File: src/rtl/dac_cmd_pkg.sv
package dac_cmd_pkg;
  localparam int NCH = 4;
  localparam int DW  = 16;
  localparam int FW  = 32;
  localparam int PDW = 2;
  localparam int AW  = 4;

  typedef enum logic [3:0] {
    OP_WRBUF   = 4'h0,
    OP_UPD     = 4'h1,
    OP_WRB_UPA = 4'h2,
    OP_WRUPD   = 4'h3,
    OP_PWR     = 4'h4,
    OP_CLRMODE = 4'h5,
    OP_BYPASS  = 4'h6,
    OP_SWRST   = 4'h7,
    OP_SDOEN   = 4'h8,
    OP_RSV9    = 4'h9,
    OP_ILIM    = 4'hA,
    OP_SWCLR   = 4'hB,
    OP_RSVC    = 4'hC,
    OP_STATUS  = 4'hD,
    OP_NOP     = 4'hE,
    OP_RSVF    = 4'hF
  } op_e;

  typedef struct packed {
    logic            rd;
    op_e             op;
    logic [AW-1:0]   addr;
    logic [DW-1:0]   data;
    logic [NCH-1:0]  sel;
  } fields_t;

  typedef struct packed {
    logic [NCH*PDW-1:0] pd;
    logic [1:0]         clr;
    logic [NCH-1:0]     bypass;
    logic               sdo;
    logic [NCH-1:0]     ilim;
  } cfg_t;
endpackage

File: src/rtl/dac_cmd_field_dec.sv
module dac_cmd_field_dec
  import dac_cmd_pkg::*;
(
  input  logic [FW-1:0] frame,
  output fields_t       fld,
  output logic [NCH-1:0] chan_hit
);
  localparam logic [AW-1:0] ADDR_ALL = '1;

  always_comb begin
    fld.rd   = frame[28];
    fld.op   = op_e'(frame[27:24]);
    fld.addr = frame[23:20];
    fld.data = frame[19:4];
    fld.sel  = frame[NCH-1:0];
  end

  for (genvar g = 0; g < NCH; g++) begin : g_hit
    assign chan_hit[g] = (frame[23:20] == ADDR_ALL) || (frame[23:20] == AW'(g));
  end
endmodule

File: src/rtl/dac_cmd_cfg_regs.sv
module dac_cmd_cfg_regs
  import dac_cmd_pkg::*;
(
  input  logic           clk,
  input  logic           rst_n,
  input  logic           accept,
  input  fields_t        fld,
  input  logic [NCH-1:0] chan_hit,
  output cfg_t           cfg,
  output logic [NCH-1:0] buf_wr_en,
  output logic [DW-1:0]  buf_wr_data,
  output logic [NCH-1:0] upd_en,
  output logic           sw_clear,
  output logic           sw_reset
);
  logic wr;
  assign wr = accept && !fld.rd;

  always_ff @(posedge clk or negedge rst_n) begin
    if (!rst_n) begin
      cfg         <= '0;
      buf_wr_en   <= '0;
      buf_wr_data <= '0;
      upd_en      <= '0;
      sw_clear    <= 1'b0;
      sw_reset    <= 1'b0;
    end else begin
      buf_wr_en <= '0;
      upd_en    <= '0;
      sw_clear  <= 1'b0;
      sw_reset  <= 1'b0;
      if (accept) buf_wr_data <= fld.data;
      if (wr) begin
        case (fld.op)
          OP_WRBUF:   buf_wr_en <= chan_hit;
          OP_UPD:     upd_en <= chan_hit;
          OP_WRB_UPA: begin
            buf_wr_en <= chan_hit;
            upd_en    <= '1;
          end
          OP_WRUPD: begin
            buf_wr_en <= chan_hit;
            upd_en    <= chan_hit;
          end
          OP_PWR: begin
            for (int i = 0; i < NCH; i++)
              if (fld.sel[i]) cfg.pd[i*PDW +: PDW] <= fld.data[5:4];
          end
          OP_CLRMODE: cfg.clr <= fld.sel[1:0];
          OP_BYPASS:  cfg.bypass <= fld.sel;
          OP_SWRST: begin
            cfg      <= '0;
            sw_reset <= 1'b1;
          end
          OP_SDOEN:   cfg.sdo <= fld.sel[1];
          OP_ILIM:    cfg.ilim <= fld.sel;
          OP_SWCLR:   sw_clear <= 1'b1;
          default: ;
        endcase
      end
    end
  end

  assert_addr_sel_R2: assert property (@(posedge clk) disable iff (!rst_n)
    ($countones(buf_wr_en) <= 1) || (buf_wr_en == '1));

  assert_read_nowrite_R9: assert property (@(posedge clk) disable iff (!rst_n)
    (accept && fld.rd) |=> ($stable(cfg) && buf_wr_en == '0 && upd_en == '0
                            && !sw_clear && !sw_reset));

  assert_reserved_noeffect_R8: assert property (@(posedge clk) disable iff (!rst_n)
    (wr && (fld.op == OP_RSV9 || fld.op == OP_RSVC || fld.op == OP_STATUS ||
            fld.op == OP_NOP || fld.op == OP_RSVF))
    |=> ($stable(cfg) && buf_wr_en == '0 && upd_en == '0 && !sw_clear && !sw_reset));

  assert_swrst_zero_R6: assert property (@(posedge clk) disable iff (!rst_n)
    (wr && fld.op == OP_SWRST) |=> (cfg == '0 && sw_reset));

  assert_clr_keeps_cfg_R7: assert property (@(posedge clk) disable iff (!rst_n)
    sw_clear |-> $stable(cfg));
endmodule

File: src/rtl/dac_cmd_readback.sv
module dac_cmd_readback
  import dac_cmd_pkg::*;
(
  input  logic          clk,
  input  logic          rst_n,
  input  logic          accept,
  input  fields_t       fld,
  input  cfg_t          cfg,
  input  logic          ready,
  output logic [FW-1:0] rd_word
);
  logic [FW-1:0] next_word;

  always_comb begin
    next_word = '0;
    if (fld.rd) begin
      next_word[27:24] = fld.op;
      case (fld.op)
        OP_PWR:     next_word[8 +: NCH*PDW] = cfg.pd;
        OP_CLRMODE: next_word[1:0] = cfg.clr;
        OP_BYPASS:  next_word[NCH-1:0] = cfg.bypass;
        OP_SDOEN:   next_word[1] = cfg.sdo;
        OP_ILIM:    next_word[NCH-1:0] = cfg.ilim;
        OP_STATUS:  next_word[4] = ready;
        default: ;
      endcase
    end
  end

  always_ff @(posedge clk or negedge rst_n) begin
    if (!rst_n) rd_word <= '0;
    else if (accept) rd_word <= next_word;
  end

  assert_status_ready_R10: assert property (@(posedge clk) disable iff (!rst_n)
    (accept && fld.rd && fld.op == OP_STATUS) |=> (rd_word[4] == $past(ready)));

  assert_write_zero_rb_R9: assert property (@(posedge clk) disable iff (!rst_n)
    (accept && !fld.rd) |=> (rd_word == '0));

  assert_rb_hold_R1: assert property (@(posedge clk) disable iff (!rst_n)
    !accept |=> $stable(rd_word));
endmodule

File: src/rtl/dac_cmd_ready_timer.sv
module dac_cmd_ready_timer #(
  parameter int DELAY = 16
) (
  input  logic clk,
  input  logic rst_n,
  output logic ready
);
  localparam int CW = $clog2(DELAY + 1);
  logic [CW-1:0] cnt;

  always_ff @(posedge clk or negedge rst_n) begin
    if (!rst_n) begin
      cnt   <= '0;
      ready <= 1'b0;
    end else if (!ready) begin
      cnt   <= cnt + 1'b1;
      ready <= (cnt == CW'(DELAY - 1));
    end
  end

  assert_ready_sticky_R10: assert property (@(posedge clk) disable iff (!rst_n)
    ready |=> ready);
endmodule

File: src/rtl/dac_cmd_decoder.sv
module dac_cmd_decoder
  import dac_cmd_pkg::*;
#(
  parameter int READY_DELAY = 16
) (
  input  logic                clk,
  input  logic                rst_n,
  input  logic                frame_valid,
  output logic                frame_ready,
  input  logic [FW-1:0]       frame_data,
  output logic [NCH-1:0]      buf_wr_en,
  output logic [DW-1:0]       buf_wr_data,
  output logic [NCH-1:0]      upd_en,
  output logic                sw_clear,
  output logic                sw_reset,
  output logic [NCH*PDW-1:0]  pd_mode,
  output logic [1:0]          clr_mode,
  output logic [NCH-1:0]      sync_bypass,
  output logic                sdo_en,
  output logic [NCH-1:0]      ilim_low,
  output logic                dev_ready,
  output logic [FW-1:0]       rd_word
);
  fields_t        fld;
  logic [NCH-1:0] chan_hit;
  cfg_t           cfg;
  logic           accept;

  assign frame_ready = rst_n;
  assign accept      = frame_valid && frame_ready;

  dac_cmd_field_dec u_dec (
    .frame    (frame_data),
    .fld      (fld),
    .chan_hit (chan_hit)
  );

  dac_cmd_cfg_regs u_regs (
    .clk         (clk),
    .rst_n       (rst_n),
    .accept      (accept),
    .fld         (fld),
    .chan_hit    (chan_hit),
    .cfg         (cfg),
    .buf_wr_en   (buf_wr_en),
    .buf_wr_data (buf_wr_data),
    .upd_en      (upd_en),
    .sw_clear    (sw_clear),
    .sw_reset    (sw_reset)
  );

  dac_cmd_ready_timer #(.DELAY(READY_DELAY)) u_rdy (
    .clk   (clk),
    .rst_n (rst_n),
    .ready (dev_ready)
  );

  dac_cmd_readback u_rb (
    .clk     (clk),
    .rst_n   (rst_n),
    .accept  (accept),
    .fld     (fld),
    .cfg     (cfg),
    .ready   (dev_ready),
    .rd_word (rd_word)
  );

  assign pd_mode     = cfg.pd;
  assign clr_mode    = cfg.clr;
  assign sync_bypass = cfg.bypass;
  assign sdo_en      = cfg.sdo;
  assign ilim_low    = cfg.ilim;
endmodule

File: config.mk
export PLATFORM = sky130hd
export DESIGN_NAME = dac_cmd_decoder
export DESIGN_NICKNAME = d
export VERILOG_FILES = /design/src/rtl/dac_cmd_pkg.sv /design/src/rtl/dac_cmd_field_dec.sv /design/src/rtl/dac_cmd_cfg_regs.sv /design/src/rtl/dac_cmd_readback.sv /design/src/rtl/dac_cmd_ready_timer.sv /design/src/rtl/dac_cmd_decoder.sv
export SDC_FILE = /design/constraint.sdc
export NUM_CORES = 1
export LEC_CHECK = 0
export ABC_AREA = 1
export ABC_CLOCK_PERIOD_IN_PS = 1500
export BUFFER_PORTS_ARGS = -buffer_cell sky130_fd_sc_hd__buf_2
export CAP_MARGIN = 25
export CORE_MARGIN = 2
export CORE_UTILIZATION = 40
export CTS_CLUSTER_SIZE = 40
export DETAILED_ROUTE_END_ITERATION = 16
export HOLD_SLACK_MARGIN = 0.02
export PLACE_DENSITY = 0.64
export SETUP_SLACK_MARGIN = 0.15
export SLEW_MARGIN = 20
export SYNTH_ARGS = -nofsm -noshare
export SYNTH_HDL_FRONTEND = slang
export SYNTH_SLANG_ARGS = --single-unit
File: constraint.sdc
create_clock -name clk -period 1.5 [get_ports clk]
set_input_delay 0.15 -clock clk [delete_from_list [all_inputs] [get_ports clk]]
set_output_delay 0.15 -clock clk [all_outputs]
set_load 0.005 [all_outputs]
After elaboration in Yosys (flattened, before gate mapping)
Index checks and enable logic that the tools add are counted.
{ "totals": {"out_inout_bits": 79, "wordCells": 87, "ff_bits": 68, "inputBits": 35} }
{ "classes": {"addsub": 1, "n_reduce_logical": 24, "muxes": 26, "n_eq_ne": 20} }
{ "ops": {"columns": ["op", "n"], "rows": [
  ["4-bit one-hot mux with 2 select lines", 3],
  ["4-bit == test (second input constant)", 5],
  ["4-bit by 2-bit == test with 1-bit output (second input constant)", 4],
  ["4-bit by 3-bit == test with 1-bit output (second input constant)", 4],
  ["4-bit 2-to-1 mux", 4],
  ["8-bit 2-to-1 mux", 2],
  ["8-bit one-hot mux with 2 select lines", 1],
  ["3-bit AND reduction", 4],
  ["2-bit nonzero test", 5],
  ["4-bit by 1-bit == test with 1-bit output (second input constant)", 2],
  ["4-bit zero test", 2],
  ["2-bit 2-to-1 mux", 4],
  ["2-bit != test (second input constant)", 4],
  ["2-bit one-hot mux with 2 select lines", 2],
  ["2-bit AND reduction", 4],
  ["1-bit 2-to-1 mux", 6],
  ["5-bit by 1-bit adder with 5-bit output (second input constant)", 1],
  ["5-bit by 4-bit == test with 1-bit output (second input constant)", 1],
  ["5-bit 2-to-1 mux", 1],
  ["1-bit logical OR", 4],
  ["1-bit one-hot mux with 4 select lines", 1],
  ["1-bit one-hot mux with 3 select lines", 1],
  ["3-bit OR reduction", 1],
  ["1-bit logical AND", 2],
  ["3 further kinds", 3]
]} }

Longest topological paths before layout
Gate-level depths: netlist (run 1).
{ "logic_depth": {"word_depth": 4, "ltp_mapped": 9, "ltp_nobuf": 9} }

Hierarchy
A second synthesis (run 1) with hierarchy kept.
{ "hier_totals": {"hier_cells": 412, "area_unflattened_um2": 3413.3} }
{ "modules_own_cells": {"columns": ["mod", "instances", "area_per_inst_um2", "cells_each"], "rows": [
  ["dac_cmd_cfg_regs", 1, 1895.6, 216],
  ["dac_cmd_readback", 1, 907.1, 111],
  ["dac_cmd_ready_timer", 1, 301.5, 34],
  ["dac_cmd_field_dec", 1, 294.0, 48],
  ["dac_cmd_decoder", 1, 15.0, 3]
]} }

Least setup slack after synthesis (run 1)
No wires, ideal clock.
{ "synth_timing": {"kind": "register to register", "start": "reg u_rdy.cnt[0]", "end": "reg u_rdy.ready", "period_less_slack_ns": 1.214, "t_arrival_ns": 1.086, "setup_slack_ns": 0.286, "path_stages_with_launch": 6, "setup_ns": 0.127, "cell_sequence": "dfrtp_1 > ha_1 > nand2_1 > nor2_1 > ha_1 > or2_2"} }
{ "synth_between": {"elab_chain_cells": 2} }
{ "synth_lines": {"columns": ["element", "line_no", "source"], "rows": [
  ["start, declared", "dac_cmd_ready_timer.sv:9", "logic [CW-1:0] cnt;"],
  ["start signal, assigned", "dac_cmd_ready_timer.sv:16", "cnt <= cnt + 1'b1;"],
  ["5-bit by 4-bit == test with 1-bit output", "dac_cmd_ready_timer.sv:17", "ready <= (cnt == CW'(DELAY - 1));"],
  ["1-bit 2-to-1 mux", "dac_cmd_ready_timer.sv:15", "end else if (!ready) begin"],
  ["end signal, assigned", "dac_cmd_ready_timer.sv:17", null],
  ["end, declared", "dac_cmd_ready_timer.sv:6", "output logic ready"]
]} }
No other way between the ends.
A chain may end at the register's enable or synchronous reset.

Worst setup path in the final report (run 1)
Ends and elaborated chain as after synthesis.

==> impl_metrics.toml, run 1 <==
[grt]
met2_usage_pct = 28.55
track_usage_pct = 18.40
grt_max_degree = 40
grt_pass1_wl_mm = 12.02
grt_use_met1_pct = 25.01
antenna_found_initial = 0
grt_pass1_vias = 2486
grt_overflow = 0
top_usage_layer = "met2"
met3_usage_pct = 3.205

[cells_and_area]
syn2layout_area_growth_pct = 28.13
antenna_cells = 0
layout.nets = 526
drive_above_1_share_pct = 27.53

[clock_tree]
cts_tree = "done"
clock-sinks = 68
cts_buffer_depth = 2
cts_root_buf = "clkbuf_8"
htree_levels = 3
post-cts-setup-buffers = 0
cts-resized-gates = 0
postCtsHoldBufs = 14
clock_latency_ns = 0.34
cts-buffers-inserted = 9
cts.clk_slew.worst_paths_ns = 0.07

[sta]
setup_violations = 0
fin_setup_tns_ns = 0
period_share_pct = 83.30
post-route-min-period_ns = 1.249
holdWs_ns = -0.1067
drv_slew = 0
rsz0062_at_grt = "false"
final_hold_viol_count = 29
fmax_ghz = 0.8004
skew_ns = 0.007216

[die]
fp.dieW_um = 92.04
io_pins = 114
core_um2 = 7607
die_h_um = 92.04
dieArea_um2 = 8471
rows = 32
start_util_pct = 40.76

[synthesis]
yosys_warnings = 0
yosys.area_share.simple_pct = 27.04
avgSynthCellArea_um2 = 8.380
synthFlopType = "dfrtp_1"
synth_compound_area_share_pct = 6.659
syn_area_um2 = 3100
yosysSeqAreaShare_pct = 54.88
synthMuxAreaShare_pct = 0
syn_inst = 370
synth_cell_type_count = 28
ys_ff_latch = 68
yosys.area_share.adder_pct = 0.8071
async_reset_ff_share_pct = 100.0
synth-edff-count = 0
synth_top_family_by_area = "simple AND/OR/NAND/NOR gates"
synthXorXnorAreaFrac_pct = 0.8475

[power_and_ir_drop]
power.total_uw = 4084
max-vdd-ir-drop_mv = 0.5065
p_leak_uw = 0.002282
power_density_nw_per_um2 = 1028

[drt]
routed_wl_mm = 7.281
detailroute.via_count = 2655
via_per_inst = 4.455
drtAntennaViolNets = 0
drc = 0
wire_per_inst_um = 12.22
first_pass_iters = 5
first_iter_violations = 86

[worst_setup_path]
worstSetupStartpoint = "u_rdy.cnt[0]"
worstSetupStartpointType = "flop"
path_class = "flop to flop"
cp_max_fo = 3
worstPathArrival_ns = 1.48
rr_startpoint = "u_rdy.cnt[0]"
cp.required_ns = 1.73
worstSetupEndpointType = "flop"

[flow_run]
cap_violations = 0

[status]
outcome = "complete, but fails checks"
violations = "negative hold slack"

[placement]
place.gp.congestion = 0.8071
dp_hpwl_mm = 5.370
io_buffers = 95

[worst_hold_path]
hold_class = "input pin to asynchronous set/reset pin"
## cell usage in the layout (no fill, tap or decap), types with 9 or more instances in the layout
cell type and n:
dfrtp_1 68, inv_1 36, o21ai_0 24, clkbuf_8 9, conb_1 15, buf_2 95
nand3_1 23, nand2_1 138, nor2_1 18, dlygate4sd3_1 14
## final timing paths
check | endpoint | slack [ns] | depth (start not counted)
max | u_rdy.ready | 0.25 | 5
min | u_rdy.cnt[2] | -0.11 | 2
max reg2reg | u_rdy.ready | 0.25 | 5
min reg2reg | u_rb.rd_word[4] | 0.48 | 2
max in group asynchronous | u_regs.buf_wr_data[8] | 0.78 | 3
min in group clk | u_rb.rd_word[0] | 0.08 | 3
## metrics by stage
step           cell area [µm²]  instances  hold slack [ns]  utilization [%]  worst slack [ns]
3_5_place_dp              3664        566           0.2777            48.16            0.1390
6_report                  3973        596          -0.1067            52.22            0.2506
3_3_place_gp              3664        566           0.2687            48.16            0.2022
4_1_cts                   3973        596          -0.1032            52.22            0.2469
5_1_grt                   3973        596         -0.07210            52.22            0.1880
2_1_floorplan             3153        384          -0.1456                -            0.2864
## synthesized netlist by cell type (2+ instances only)
cell      number  area share, %
buf_1          2           0.24
ha_1           2           0.81
nand3_1       23            3.7
nand2_2        3           0.61
nand2_4        2           0.73
buf_2          2           0.32
clkbuf_1       2           0.24
buf_4         16            3.9
o21ai_0       24            3.9
nand2_1      138             17
nor2_2         2           0.40
xor2_1         2           0.57
o22ai_1        2           0.40
o21ai_1        3           0.48
dfrtp_1       68             55
inv_1         36            4.4
a21oi_1        7            1.1
inv_2          5           0.61
nor3_1         2           0.32
nor2_4         4            1.5
nor2_1        18            2.2
## sequential cells by signal (all words and copies together), names as in the netlist
register            count
u_rdy.ready             1
u_regs.sw_reset         1
u_regs.buf_wr_en        4
u_regs.upd_en           4
u_rdy.cnt               5
u_regs.sw_clear         1
u_rb.rd_word           17
u_regs.buf_wr_data     16
u_regs.cfg             19
## worst max-delay path, cell delays in order (launching register included)
cell,delay [ns]
dfrtp_1,0.41
ha_1,0.22
nand2_1,0.06
nor2_1,0.04
ha_1,0.16
or2_2,0.26
## metal layers
metal	share of wire, %	wire, µm
met2	46	3380
met5	0	0
met1	47	3416
met4	1.5	106
met3	5.2	377
## cell type report
class                   instances  area, µm²
fillers                       769       3635
flip-flops and latches         68       1702
multi-input cells             253       1152
repair buffers                116      668.1
inverters                      41      153.9
clock buffers                  10      127.6
well taps                     102      127.6
clock inverters                 6      41.29
## report_power, final
part | internal (µW) | switching (µW)
logic | 285 | 367
registers | 2020 | 115
clock network | 596 | 704
## logic make-up after synthesis
group,Yosys count
xor gates and xnor gates,3
buffers and inverters,63
adders and majority gates,2
and+or+nand+nor,195
DFF,68
AOI/OAI and AO/OA,38
other,1
(Power assumes the default switching activity.)
==> inputs of run 2 (changes only) <==
- ABC_CLOCK_PERIOD_IN_PS: 1500 -> 1000
- PLACE_DENSITY: 0.64 -> 0.66
- clock period: 1.5 -> 1 ns (I/O delays scaled with it)
==> run 2 against run 1 <==
Effect of this change: the flow finishes with violations (negative setup slack); fmax rose by 6.9%; critical path depth did not move; combinational power rose by 110%; sequential power rose by 50%; global-route usage rose by 1.5 points; die area did not move; critical endpoint unchanged.
==> impl_metrics.toml, run 2 (synthesis gave the netlist of run 1 again) <==
[clock_tree]
cts_root_buf = "clkbuf_8"
htree_levels = 3
clock-sinks = 68
cts-buffers-inserted = 9
cts.clk_slew.worst_paths_ns = 0.08
cts_tree = "done"
cts_buffer_depth = 2
clock_latency_ns = 0.34

[drt]
drtAntennaViolNets = 0
drc = 0
first_pass_iters = 4
routed_wl_mm = 8.463
via_per_inst = 4.539
detailroute.via_count = 2996
wire_per_inst_um = 12.82
first_iter_violations = 101

[cells_and_area]
layout_common_cells = "nand2_1, buf_2, dfrtp_1"
syn2layout_area_growth_pct = 53.95
finish.instance_area_um2 = 4773
reg_top3 = "u_regs.cfg: 19 flops, u_rb.rd_word: 17 flops, u_regs.buf_wr_data: 16 flops"
layout.nets = 590
fillers = 642
final_common_cell = "nand2_1"
antenna_cells = 0
largest_register_ffs = 19
drive_above_1_share_pct = 41.94
largest-register = "u_regs.cfg"

[sta]
drv_slew = 0
rsz0062_at_grt = "true"
period_share_pct = 116.8
skew_ns = 0.005043
final_hold_viol_count = 0
fmax_ghz = 0.8558
post-route-min-period_ns = 1.168
setup_violations = 6
final.setup.worst_slack_ns = -0.1685
holdWs_ns = 0.05339

[power_and_ir_drop]
max-vdd-ir-drop_mv = 0.7301
power.total_uw = 6853
power_density_nw_per_um2 = 1436
p_leak_uw = 0.002680

[worst_setup_path]
path_class = "flop to flop"
worstSetupStartpointType = "flop"
crit_chain = "ha_2 -> nand2_2 -> nor2_4 -> ha_4 -> or2_4"
cp.required_ns = 1.23
cp_slowest_cell = "dfrtp_1"
cp_max_fo = 2
critPathMaxStageDelay_ns = 0.40
cp.buffers_inverters = 0
worstPathArrival_ns = 1.40
worstSetupEndpointType = "flop"
critPathTopFamily = "flip-flops"

[die]
fp.dieW_um = 92.04
start_util_pct = 40.76
core_um2 = 7607
rows = 32
die_h_um = 92.04
dieArea_um2 = 8471
io_pins = 114

[grt]
grt_pass1_wl_mm = 13.37
track_usage_pct = 19.90
antenna_found_initial = 0
grt_overflow = 0
grt_pass1_vias = 2851
grt_max_degree = 35

[flow_run]
cap_violations = 0

[placement]
place.gp.congestion = 0.8277
preCtsSetupSlack_ns = -0.1360
dpl_cell_area_um2 = 3914
dp_hpwl_mm = 5.714
io_buffers = 95

[status]
violations = "negative setup slack"
outcome = "complete, but fails checks"

[worst_hold_path]
hold_class = "input pin to flop"
==> run 2: repair_timing <==
action / CTS / global route
resized for setup: 14 / 49
hold endpoints to repair: 20 / 0
pin swaps: 8 / 23
setup buffers: 17 / 20
setup endpoints to repair: 68 / 140
hold buffers: 16 / 0
==> run 2: through the flow <==
step | instances | utilization (%) | TNS [ns]
after global placement | 591 | 51.45 | -1.898
after CTS | 640 | 58.52 | -0.6133
after global routing | 660 | 62.75 | -0.9754
after floorplan | 384 | - | -0.2410
after detailed placement | 591 | 51.45 | -2.290
final | 660 | 62.75 | -0.6664
==> run 2: path summary, 6_finish.rpt <==
path | from | to | slack [ns] | cells past startpoint
max in group asynchronous | rst_n | u_regs.buf_wr_data[6] | 0.20 | 4
hold / removal | frame_data[2] | u_regs.cfg[7] | 0.05 | 3
setup / recovery | u_rdy.cnt[1] | u_rdy.ready | -0.17 | 5
min in group asynchronous | rst_n | u_rdy.cnt[3] | 0.36 | 3
setup reg to reg | u_rdy.cnt[1] | u_rdy.ready | -0.17 | 5
hold reg to reg | u_rb.rd_word[10] | u_rb.rd_word[10] | 0.47 | 2
==> run 2: routing by layer <==
metal | track usage [%] | vias up | share of wire [%]
met5 | 0 | - | 0
met1 | 27.65 | 1405 | 47
met3 | 3.122 | 13 | 4.7
met2 | 30.88 | 95 | 47
li1 | - | 1483 | -
met4 | 8.831 | 0 | 1.5
==> run 2: where the power goes <==
| group | leakage, µW | switching [µW] | internal [µW] |
|---|---|---|---|
| Combinational | 0.00171 | 696 | 704 |
| Sequential | 0.000873 | 175 | 3030 |
| Clock | 0.0000958 | 1090 | 1160 |
==> run 2: area by class of cell <==
type	instances	area [µm²]	share of cell area [%]
clock inverter	7	76.32	1.599
tap	102	127.6	2.674
inverter	41	165.2	3.460
sequential	68	1702	35.65
multi-input combinational	253	1315	27.55
timing repair buffer	180	1264	26.47
clock buffer	9	123.9	2.595
==> run 2: worst reg2reg max path, stage by stage (launching register included) <==
cell     delay (ns)
dfrtp_1        0.40
ha_2           0.19
nand2_2        0.07
nor2_4         0.05
ha_4           0.14
or2_4          0.21
==> inputs of run 3 (changes only) <==
- CTS_BUF_LIST: default -> sky130_fd_sc_hd__clkbuf_4
- REMOVE_ABC_BUFFERS: default -> 1
==> run 3 against run 2 <==
Effect of this change: the flow finishes with violations (negative hold slack, negative setup slack); critical path depth shrank 3; routed wire length is 0.63% higher; non-clock buffer count is 12 higher; fmax up 1.9%; highest routed layer unchanged; clock-buffer cell count unchanged; sequential power barely moved; critical path type is now flop to output pin.
==> impl_metrics.toml, run 3 (synthesis gave the netlist of run 1 again) <==
[cells_and_area]
final_common_cell = "nand2_1"
syn2layout_area_growth_pct = 55.25
largest-register = "u_regs.cfg"
layout_common_cells = "nand2_1, buf_2, dfrtp_1"
fillers = 672
drive_above_1_share_pct = 40.88
antenna_cells = 0
fin_cells = 672
largest_register_ffs = 19
layout.nets = 602
reg_top3 = "u_regs.cfg: 19 flops, u_rb.rd_word: 17 flops, u_regs.buf_wr_data: 16 flops"

[die]
dieArea_um2 = 8471
start_util_pct = 40.76
die_h_um = 92.04
io_pins = 114
rows = 32
core_um2 = 7607
fp.dieW_um = 92.04

[clock_tree]
cts_buffer_depth = 2
postCtsHoldBufs = 23
clock-sinks = 68
clock_latency_ns = 0.40
htree_levels = 3
cts-buffers-inserted = 9
cts_tree = "done"
cts_root_buf = "clkbuf_4"
cts.clk_slew.worst_paths_ns = 0.11

[sta]
setup_violations = 60
fin_setup_tns_ns = -2.221
post-route-min-period_ns = 1.147
period_share_pct = 114.7
drv_slew = 0
holdWs_ns = -0.2824
rsz0062_at_grt = "true"
skew_ns = 0.004567
final_hold_viol_count = 32
final.setup.worst_slack_ns = -0.1471
fmax_ghz = 0.8718

[grt]
grt_max_degree = 37
track_usage_pct = 19.89
grt_overflow = 0
antenna_found_initial = 0
grt_pass1_vias = 2854
grt_pass1_wl_mm = 13.15

[worst_hold_path]
hold_class = "input pin to asynchronous set/reset pin"

[drt]
first_pass_iters = 4
wire_per_inst_um = 12.67
via_per_inst = 4.554
routed_wl_mm = 8.516
first_iter_violations = 163
drtAntennaViolNets = 0
detailroute.via_count = 3060
drc = 0

[status]
outcome = "complete, but fails checks"
violations = "negative hold slack, negative setup slack"

[worst_setup_path]
path_class = "flop to output pin"
worstPathArrival_ns = 1.05
rrSetupSlack_ns = -0.14
worstSetupEndpointType = "output pin"
cp.required_ns = 0.90
cp_max_fo = 2
worstSetupStartpointType = "flop"

[power_and_ir_drop]
max-vdd-ir-drop_mv = 0.7327
power_density_nw_per_um2 = 1556
p_leak_uw = 0.002741

[placement]
place_inst = 587
preCtsSetupSlack_ns = -0.2087
io_buffers = 95
dp_hpwl_mm = 5.608
place.gp.congestion = 0.8462

[flow_run]
cap_violations = 0
[run 3: changes by cell type in the layout (fill, tap and decap cells not counted), moves of 3 or more]
cell	change
dlygate4sd3_1	+7
buf_4	+8
clkbuf_4	+10
nand2_2	-6
inv_2	+3
bufinv_16	+4
clkinvlp_4	-3
clkbuf_8	-9
nand3_2	+3
nand2_1	+9
[run 3: through the flow]
step | util (%) | power [µW] | cell area, µm²
floorplan | - | 3632 | 3008
global placement | 50.23 | 4229 | 3821
detailed placement | 50.23 | 4253 | 3821
CTS | 59.56 | 7313 | 4531
global route | 63.27 | 7864 | 4813
finish | 63.27 | 7489 | 4813
[run 3: power by group]
group,total [µW],switching [µW],internal [µW]
Sequential,3200,173,3020
Clock,2720,958,1770
Combinational,1570,738,830
[run 3: final cells by class]
cell class	instances	area (µm²)	share of cell area, %
Clock inverter	7	162.7	3.379
Inverter	41	161.4	3.353
Sequential cell	68	1702	35.35
Tap cell	102	127.6	2.651
Timing Repair Buffer	192	1339	27.81
Clock buffer	9	67.56	1.404
Multi-Input combinational cell	253	1254	26.05
[run 3: worst paths after layout]
| check | end | from | depth (start not counted) |
|---|---|---|---|
| max | sdo_en | u_regs.cfg[4] | 2 |
| min | u_rdy.cnt[4] | rst_n | 2 |
| max reg2reg | u_rdy.ready | u_rdy.cnt[1] | 5 |
| min reg2reg | u_rdy.cnt[4] | u_rdy.cnt[4] | 2 |
| max in group asynchronous | u_regs.buf_wr_data[8] | rst_n | 3 |
| min in group clk | u_regs.buf_wr_en[0] | frame_data[20] | 4 |
[run 3: worst max-delay path, cell delays in order (launching register included)]
cell and delay (ns):
dfrtp_1 0.41, buf_6 0.13, buf_6 0.10
[run 3: routing by layer]
layer / share of wire (%) / vias to the layer above / global-route usage, % / wire length [µm]
li1: - / 1511 / - / -
met1: 42 / 1443 / 24.96 / 3599
met2: 51 / 90 / 33.46 / 4353
met3: 4.2 / 16 / 4.273 / 356
met4: 2.4 / 0 / 8.085 / 206
met5: 0 / - / 0 / 0
[run 3: timing repair]
action	4_1_cts	5_1_grt
endpoints found under the hold margin	63	32
resized for setup	18	42
pin swaps	10	21
setup endpoints to repair	69	86
setup buffers	26	20
